==> config.mk <==
export PLATFORM = sky130hd
export DESIGN_NAME = disk_read_deser
export DESIGN_NICKNAME = d
export VERILOG_FILES = /design/src/rtl/dr_pkg.sv /design/src/rtl/dr_ctrl.sv /design/src/rtl/dr_shift.sv /design/src/rtl/dr_crc.sv /design/src/rtl/dr_host.sv /design/src/rtl/disk_read_deser.sv
export SDC_FILE = /design/constraint.sdc
export NUM_CORES = 1
export LEC_CHECK = 0
export CORE_MARGIN = 8
export CORE_UTILIZATION = 49
export CTS_CLUSTER_DIAMETER = 80
export CTS_CLUSTER_SIZE = 20
export DETAILED_ROUTE_END_ITERATION = 12
export PLACE_DENSITY = 0.8
export SLEW_MARGIN = 20
export SYNTH_ARGS = -nofsm -noshare
export SYNTH_HDL_FRONTEND = slang
export SYNTH_SLANG_ARGS = --single-unit
==> constraint.sdc <==
create_clock -name clk -period 3.1 [get_ports clk]
set_clock_uncertainty 0.1 [all_clocks]
set_input_delay 0.62 -clock clk [delete_from_list [all_inputs] [get_ports clk]]
set_output_delay 0.62 -clock clk [all_outputs]
set_load 0.02 [all_outputs]
==> src/rtl/dr_pkg.sv <==
`timescale 1ns/1ps
package dr_pkg;
  localparam int CTRL_W    = 8;
  localparam int MODE_BIT  = 2;
  localparam int CRCPH_BIT = 4;
  localparam int ARM_BIT   = 6;
  localparam int IEN_BIT   = 7;
  localparam int STAT_FLAG = 1;
  localparam int STAT_CRC  = 4;

  function automatic logic [15:0] crc_step16(input logic [15:0] c, input logic b,
                                             input logic [15:0] poly);
    logic [15:0] s;
    s = c >> 1;
    if (c[0] ^ b) s = s ^ poly;
    return s;
  endfunction
endpackage

==> src/rtl/dr_ctrl.sv <==
`timescale 1ns/1ps
module dr_ctrl
  import dr_pkg::*;
(
  input  logic              clk,
  input  logic              rst_n,
  input  logic              ctrl_wr,
  input  logic [CTRL_W-1:0] ctrl_data,
  input  logic              sync_hit,
  input  logic              byte_done,
  output logic              mode_rd,
  output logic              crc_phase,
  output logic              irq_en,
  output logic              armed
);
  logic arm_lvl_q;
  logic arm_edge;

  assign arm_edge = ctrl_wr && !arm_lvl_q && ctrl_data[ARM_BIT];

  always_ff @(posedge clk) begin
    if (!rst_n) begin
      mode_rd   <= 1'b0;
      irq_en    <= 1'b0;
      arm_lvl_q <= 1'b0;
      crc_phase <= 1'b0;
      armed     <= 1'b0;
    end else begin
      if (ctrl_wr) begin
        mode_rd   <= ctrl_data[MODE_BIT];
        irq_en    <= ctrl_data[IEN_BIT];
        arm_lvl_q <= ctrl_data[ARM_BIT];
        crc_phase <= ctrl_data[CRCPH_BIT];
      end else if (byte_done) begin
        crc_phase <= 1'b0;
      end
      if (arm_edge)      armed <= 1'b1;
      else if (sync_hit) armed <= 1'b0;
    end
  end

  // a byte completing with no control write leaves CRC phase clear
  a_r6_phase_drops: assert property (@(posedge clk) disable iff (!rst_n)
    (byte_done && !ctrl_wr) |=> !crc_phase);
  // rewriting the arm bit while already high does not arm a disarmed search
  a_r2_no_rearm: assert property (@(posedge clk) disable iff (!rst_n)
    (ctrl_wr && arm_lvl_q && !armed && !sync_hit) |=> !armed);
endmodule

==> src/rtl/dr_shift.sv <==
`timescale 1ns/1ps
module dr_shift #(
  parameter int DATA_W = 8
) (
  input  logic              clk,
  input  logic              rst_n,
  input  logic              take,
  input  logic              bit_in,
  input  logic              hunt,
  output logic              sync_hit,
  output logic              data_en,
  output logic              byte_done,
  output logic [DATA_W-1:0] byte_val
);
  localparam int IDX_W = (DATA_W > 1) ? $clog2(DATA_W) : 1;
  localparam logic [IDX_W-1:0] LAST = IDX_W'(DATA_W - 1);

  logic [IDX_W-1:0]  idx_q;
  logic [DATA_W-1:0] sh_q;

  assign sync_hit  = take && hunt && bit_in;
  assign data_en   = take && !hunt;
  assign byte_done = data_en && (idx_q == LAST);

  always_comb begin
    byte_val = sh_q;
    byte_val[idx_q] = bit_in;
  end

  always_ff @(posedge clk) begin
    if (!rst_n) begin
      idx_q <= '0;
      sh_q  <= '0;
    end else if (sync_hit) begin
      idx_q <= '0;
    end else if (data_en) begin
      sh_q[idx_q] <= bit_in;
      idx_q       <= byte_done ? '0 : idx_q + 1'b1;
    end
  end

  // after a completed byte the next data bit lands in position 0
  a_r1_idx_wraps: assert property (@(posedge clk) disable iff (!rst_n)
    byte_done |=> (idx_q == '0));
  // a discarded gap zero does not advance the byte position
  a_r3_gap_zero_dropped: assert property (@(posedge clk) disable iff (!rst_n)
    (take && hunt && !bit_in) |=> $stable(idx_q));
  // without an accepted slot the byte position holds
  a_r9_idle_holds: assert property (@(posedge clk) disable iff (!rst_n)
    !take |=> $stable(idx_q));
endmodule

==> src/rtl/dr_crc.sv <==
`timescale 1ns/1ps
module dr_crc
  import dr_pkg::*;
#(
  parameter logic [15:0] POLY = 16'h8408
) (
  input  logic        clk,
  input  logic        rst_n,
  input  logic        seed,
  input  logic        step,
  input  logic        bit_in,
  output logic        nonzero,
  output logic [15:0] crc_q
);
  assign nonzero = |crc_q;

  always_ff @(posedge clk) begin
    if (!rst_n)     crc_q <= '0;
    else if (seed)  crc_q <= crc_step16(16'h0000, 1'b1, POLY);
    else if (step)  crc_q <= crc_step16(crc_q, bit_in, POLY);
  end

  // the sync mark restarts the CRC from zero with a single 1 bit
  a_r4_seed_value: assert property (@(posedge clk) disable iff (!rst_n)
    seed |=> (crc_q == POLY));
  // no slot, no CRC change
  a_r9_crc_holds: assert property (@(posedge clk) disable iff (!rst_n)
    (!seed && !step) |=> $stable(crc_q));
endmodule

==> src/rtl/dr_host.sv <==
`timescale 1ns/1ps
module dr_host
  import dr_pkg::*;
#(
  parameter int DATA_W = 8
) (
  input  logic              clk,
  input  logic              rst_n,
  input  logic              byte_done,
  input  logic [DATA_W-1:0] byte_val,
  input  logic              irq_en,
  input  logic              crc_nz,
  input  logic              stat_rd,
  input  logic              data_rd,
  input  logic              ctrl_wr,
  output logic [DATA_W-1:0] data_q,
  output logic [7:0]        status,
  output logic              irq
);
  logic flag_q;

  generate
    for (genvar i = 0; i < 8; i++) begin : g_stat
      if (i == STAT_FLAG) begin : g_f
        assign status[i] = flag_q;
      end else if (i == STAT_CRC) begin : g_c
        assign status[i] = crc_nz;
      end else begin : g_z
        assign status[i] = 1'b0;
      end
    end
  endgenerate

  always_ff @(posedge clk) begin
    if (!rst_n) begin
      data_q <= '0;
      flag_q <= 1'b0;
      irq    <= 1'b0;
    end else begin
      if (byte_done) data_q <= byte_val;
      if (byte_done)                 flag_q <= 1'b1;
      else if (stat_rd || data_rd)   flag_q <= 1'b0;
      if (byte_done && irq_en)                 irq <= 1'b1;
      else if (stat_rd || data_rd || ctrl_wr)  irq <= 1'b0;
    end
  end

  // an interrupt never stands without the byte-ready flag
  a_r5_irq_implies_flag: assert property (@(posedge clk) disable iff (!rst_n)
    irq |-> flag_q);
  // a read with no completing byte leaves the flag and interrupt clear
  a_r7_read_clears: assert property (@(posedge clk) disable iff (!rst_n)
    ((stat_rd || data_rd) && !byte_done) |=> (!flag_q && !irq));
  // a completing byte wins over a simultaneous read
  a_r11_set_wins: assert property (@(posedge clk) disable iff (!rst_n)
    byte_done |=> flag_q);
  // a control write alone does not disturb the flag
  a_r8_flag_kept: assert property (@(posedge clk) disable iff (!rst_n)
    (ctrl_wr && !byte_done && !stat_rd && !data_rd) |=> $stable(flag_q));
endmodule

==> src/rtl/disk_read_deser.sv <==
`timescale 1ns/1ps
module disk_read_deser
  import dr_pkg::*;
#(
  parameter int          DATA_W   = 8,
  parameter logic [15:0] CRC_POLY = 16'h8408
) (
  input  logic              clk,
  input  logic              rst_n,
  input  logic              bit_valid,
  input  logic              bit_data,
  output logic              bit_ready,
  input  logic              xfer_rst,
  input  logic              ctrl_wr,
  input  logic [CTRL_W-1:0] ctrl_data,
  input  logic              stat_rd,
  input  logic              data_rd,
  output logic [DATA_W-1:0] data_q,
  output logic [7:0]        status,
  output logic              irq
);
  logic mode_rd, crc_phase, irq_en, armed;
  logic take, hunt, sync_hit, data_en, byte_done, crc_nz;
  logic [DATA_W-1:0] byte_val;
  logic [15:0] crc_val;

  assign bit_ready = 1'b1;
  assign take      = bit_valid && mode_rd && !xfer_rst;
  assign hunt      = armed && !crc_phase;

  dr_ctrl u_ctrl (
    .clk(clk), .rst_n(rst_n), .ctrl_wr(ctrl_wr), .ctrl_data(ctrl_data),
    .sync_hit(sync_hit), .byte_done(byte_done), .mode_rd(mode_rd),
    .crc_phase(crc_phase), .irq_en(irq_en), .armed(armed)
  );

  dr_shift #(.DATA_W(DATA_W)) u_shift (
    .clk(clk), .rst_n(rst_n), .take(take), .bit_in(bit_data), .hunt(hunt),
    .sync_hit(sync_hit), .data_en(data_en), .byte_done(byte_done),
    .byte_val(byte_val)
  );

  dr_crc #(.POLY(CRC_POLY)) u_crc (
    .clk(clk), .rst_n(rst_n), .seed(sync_hit), .step(data_en),
    .bit_in(bit_data), .nonzero(crc_nz), .crc_q(crc_val)
  );

  dr_host #(.DATA_W(DATA_W)) u_host (
    .clk(clk), .rst_n(rst_n), .byte_done(byte_done), .byte_val(byte_val),
    .irq_en(irq_en), .crc_nz(crc_nz), .stat_rd(stat_rd), .data_rd(data_rd),
    .ctrl_wr(ctrl_wr), .data_q(data_q), .status(status), .irq(irq)
  );

  // status bit for CRC tracks the residue register
  a_r4_crc_flag: assert property (@(posedge clk) disable iff (!rst_n)
    status[STAT_CRC] == (crc_val != 16'h0000));
  // slots in write mode or under transfer reset never complete a byte
  a_r9_no_byte_when_off: assert property (@(posedge clk) disable iff (!rst_n)
    (!mode_rd || xfer_rst) |-> !byte_done);
endmodule

==> results_dict.tcl <==
set metrics [dict create \
    outcome "complete, no violations" \
    power-per-cell-area_nw_per_um2 479 \
    fillers 328 \
    cts-root-to-sink-buffers 2 \
    vias 1626 \
    clock_latency_ps 300 \
    netlist_instances 215 \
    drive_gt1_share_pct 7.52 \
    core_region_area_um2 3940 \
    timing.hold.worst.start "u_crc.crc_q[1]" \
    floorplan.io_pins 34 \
    regToRegStartpoint "u_shift.idx_q[0]" \
    grt_usage_pct 13.8 \
    num_antenna_cells 0 \
    setup_repair_after_global_routing_missed_its_margin "no" \
    vdd.ir_drop.worst_mv 0.356 \
    final_period_minus_worst_setup_slack_ps 2390 \
    yosys_most_used_dff "sky130_fd_sc_hd__dfxtp_1" \
    cts-htree-levels 2 \
    cts_root_buffer "sky130_fd_sc_hd__clkbuf_8" \
    dieArea_um2 6330 \
    yosys_warnings 0 \
    synth-seq-area-share_pct 42.5 \
    setup_total_negative_slack_ps 0 \
    swShare_pct 23.6 \
    overflow 0 \
    power.net_switching_w 0.000253 \
    post_cts_buffers 0 \
    fin_crit_sh_pct 77.0 \
    wire_per_inst_um 15.0 \
    route.antenna.remaining_nets 0 \
    critical_path.endpoint_type "output pin" \
    synthArstFlopShare_pct 0 \
    area_growth_syn_to_layout_pct 13.4 \
    worst_pin_slew_ps 695 \
    placedCellCount 268 \
    cp_max_fo 5 \
    nets 243 \
    wl_met3_um 293 \
    worstPathCellList "nor4_1, nand4_1, clkdlybuf4s50_1" \
    detail_route.vias_per_cell 5.89 \
    cts_sinks 42 \
    report.final.setup_viol 0 \
    seq_power_share_pct 51.5 \
    layoutNonFillerInstCount 276 \
    critPathLaunch "u_crc.crc_q[0]" \
    buffer_ports.inserted 22 \
    drv_slew 0 \
    report.final.hold_viol_count 0 \
    place.gp.congestion 0.798 \
    grt_pass1_wl_um 7130 \
    power_frac_comb_pct 8.3 \
    grt_start_max_net_pins 27 \
    worst-endpoint-required_ps 2380 \
    cts-resized-gates 0 \
    slew-limit-headroom_pct 53.6 \
    clock_pin_slew_of_the_registers_on_the_worst_case_setup_and_hold_paths_ps 70 \
    critical-path-slowest-cell "sky130_fd_sc_hd__clkdlybuf4s50_1" \
    first_global_vias 1536 \
    dieHeight_um 79.6 \
    leak_pwr_nw 0.782 \
    synth_area_um2 1980 \
    min-delay-path-class "reg -> reg" \
    cts-hold-fix-buffers 0 \
    synth_cell_type_count 39 \
    fmaxAchievable_mhz 419 \
    syn_area_per_cell_um2 9.21 \
    topRoutingLayerUsed "met4" \
    tritoncts "done" \
    maxCapViolCount 0 \
    route.detailed.drc 0 \
    hold_depth 2 \
    slowest_delay_ps 560 \
    met2_layer_wire_length_in_the_routed_design_um 1910 \
    placement_rows 23 \
    min_delay_endpoint "u_crc.crc_q[0]" \
    initial_util_pct 50.2 \
    critPathKind "reg -> out" \
    detailedRoute.firstPassIterationCount 4 \
    intPower_w 0.000822 \
    timing.rr.end "u_host.data_q[2]" \
    timing.reg2reg.worst_path_depth 4 \
    first_iter_violations 167 \
    drt_wl_total_um 4150 \
    postSynthRegisterBits 42 \
    crit_arrival_ps 1670 \
    hpwlAfterDp_um 2750 \
    p_clk_share_pct 40.2 \
    route.layer.met1.wl_um 1900 \
    die_width_um 79.6 \
    regToRegSetupSlack_ps 1050 \
    grt_antenna_before_repair 0 \
    tritoncts.num_buffers 5 \
    synth_enable_flop_cells 0 \
    timing.critical_path.from_type "register" \
]
critical path: cells and delay by family, from the launching register on:
kind | cells | cell delay [ps]
buffers and inverters | 1 | 560
AND/OR/NAND/NOR | 2 | 450
flip-flops | 1 | 370
stage by stage:
stage / total power (W) / worst slack, ps / util, % / cell area [µm²] / hold slack [ps]
finish: 0.00108 / 711 / 57.0 / 2250 / 382
global route: 0.00111 / 627 / 57.0 / 2250 / 411
CTS: 0.00108 / 691 / 57.0 / 2250 / 383
detailed placement: 0.000654 / 712 / 54.1 / 2130 / 372
global placement: 0.000654 / 729 / 54.1 / 2130 / 365
floorplan: 0.000636 / 1480 / - / 2000 / 350
cell families (layout without fill, tap and decap cells):
logic type,after synthesis,in the layout,synth area share (%)
mux,11,11,5.56
xor+xnor,3,3,2.72
flops,42,42,42.5
other cells,2,7,0.379
compound gates,75,75,22.9
buf+inv,33,39,10.4
simple gates,47,47,14.3
fa+ha+maj,2,2,1.26
cell type report:
class	count	area, µm²	share of cell area [%]
Clock inverter	3	45.0	2.01
Timing Repair Buffer	28	265	11.8
Inverter	3	11.3	0.501
Multi-Input combinational cell	145	952	42.4
Sequential cell	42	841	37.4
Clock buffer	5	68.8	3.06
Tap cell	50	62.6	2.79
power groups by stage:
| stage | sequential, W | clock [W] | combinational (W) |
|---|---|---|---|
| after floorplan | 0.000565 | 0 | 0.0000712 |
| after global placement | 0.000566 | 0 | 0.0000877 |
| after detailed placement | 0.000567 | 0 | 0.0000874 |
| after CTS | 0.000554 | 0.000441 | 0.0000876 |
| after global routing | 0.000556 | 0.000459 | 0.0000970 |
| final | 0.000554 | 0.000432 | 0.0000887 |
synthesized netlist by cell type, types with 2 or more instances:
| cell | number | area, µm² |
|---|---|---|
| sky130_fd_sc_hd__nand3b_1 | 5 | 37.5 |
| sky130_fd_sc_hd__ha_1 | 2 | 25.0 |
| sky130_fd_sc_hd__o311a_1 | 2 | 20.0 |
| sky130_fd_sc_hd__nor3b_1 | 4 | 30.0 |
| sky130_fd_sc_hd__a31oi_1 | 8 | 50.1 |
| sky130_fd_sc_hd__a211oi_1 | 16 | 120 |
| sky130_fd_sc_hd__buf_4 | 11 | 82.6 |
| sky130_fd_sc_hd__o21ai_0 | 17 | 85.1 |
| sky130_fd_sc_hd__buf_6 | 4 | 45.0 |
| sky130_fd_sc_hd__a21oi_1 | 26 | 130 |
| sky130_fd_sc_hd__nor2_1 | 5 | 18.8 |
| sky130_fd_sc_hd__nand3_1 | 17 | 85.1 |
| sky130_fd_sc_hd__xnor3_1 | 2 | 45.0 |
| sky130_fd_sc_hd__conb_1 | 2 | 7.51 |
| sky130_fd_sc_hd__clkbuf_1 | 6 | 22.5 |
| sky130_fd_sc_hd__buf_2 | 8 | 40.0 |
| sky130_fd_sc_hd__mux2i_1 | 11 | 110 |
| sky130_fd_sc_hd__dfxtp_1 | 42 | 841 |
| sky130_fd_sc_hd__nand4b_1 | 2 | 17.5 |
| sky130_fd_sc_hd__inv_1 | 3 | 11.3 |
| sky130_fd_sc_hd__nor4_1 | 4 | 25.0 |
cell usage in the layout, fill, tap and decap left out, types with 6 or more instances in the layout:
cell	Yosys	layout
sky130_fd_sc_hd__mux2i_1	11	11
sky130_fd_sc_hd__o21ai_0	17	17
sky130_fd_sc_hd__buf_4	11	6
sky130_fd_sc_hd__clkdlybuf4s50_1	0	22
sky130_fd_sc_hd__conb_1	2	7
sky130_fd_sc_hd__a211oi_1	16	16
sky130_fd_sc_hd__a21oi_1	26	26
sky130_fd_sc_hd__dfxtp_1	42	42
sky130_fd_sc_hd__nand3_1	17	17
sky130_fd_sc_hd__a31oi_1	8	8
sequential cells by signal (all words and copies together), names as in the netlist:
| register | flops |
|---|---|
| u_ctrl.armed | 1 |
| u_shift.idx_q | 3 |
| u_ctrl.crc_phase | 1 |
| u_ctrl.arm_lvl_q | 1 |
| u_crc.crc_q | 16 |
| u_ctrl.irq_en | 1 |
| u_host.data_q | 8 |
| u_host.flag_q | 1 |
| u_shift.sh_q | 8 |
| u_host.irq | 1 |
| u_ctrl.mode_rd | 1 |
per-layer routing:
layer  GRT usage, %  vias up
li1               -      800
met1           16.6      760
met2           22.1       60
met3           4.50        6
met4           5.37        0
met5              0        -
worst max path at each step:
stage / endpoint / slack, ps
after CTS: status[4] / 690
after floorplan: u_shift.idx_q[0] / 1480
after global routing: status[4] / 630
final: status[4] / 710
after global placement: u_crc.crc_q[10] / 730
after detailed placement: u_crc.crc_q[10] / 710
Note: power is estimated with default switching activity, not from simulation.
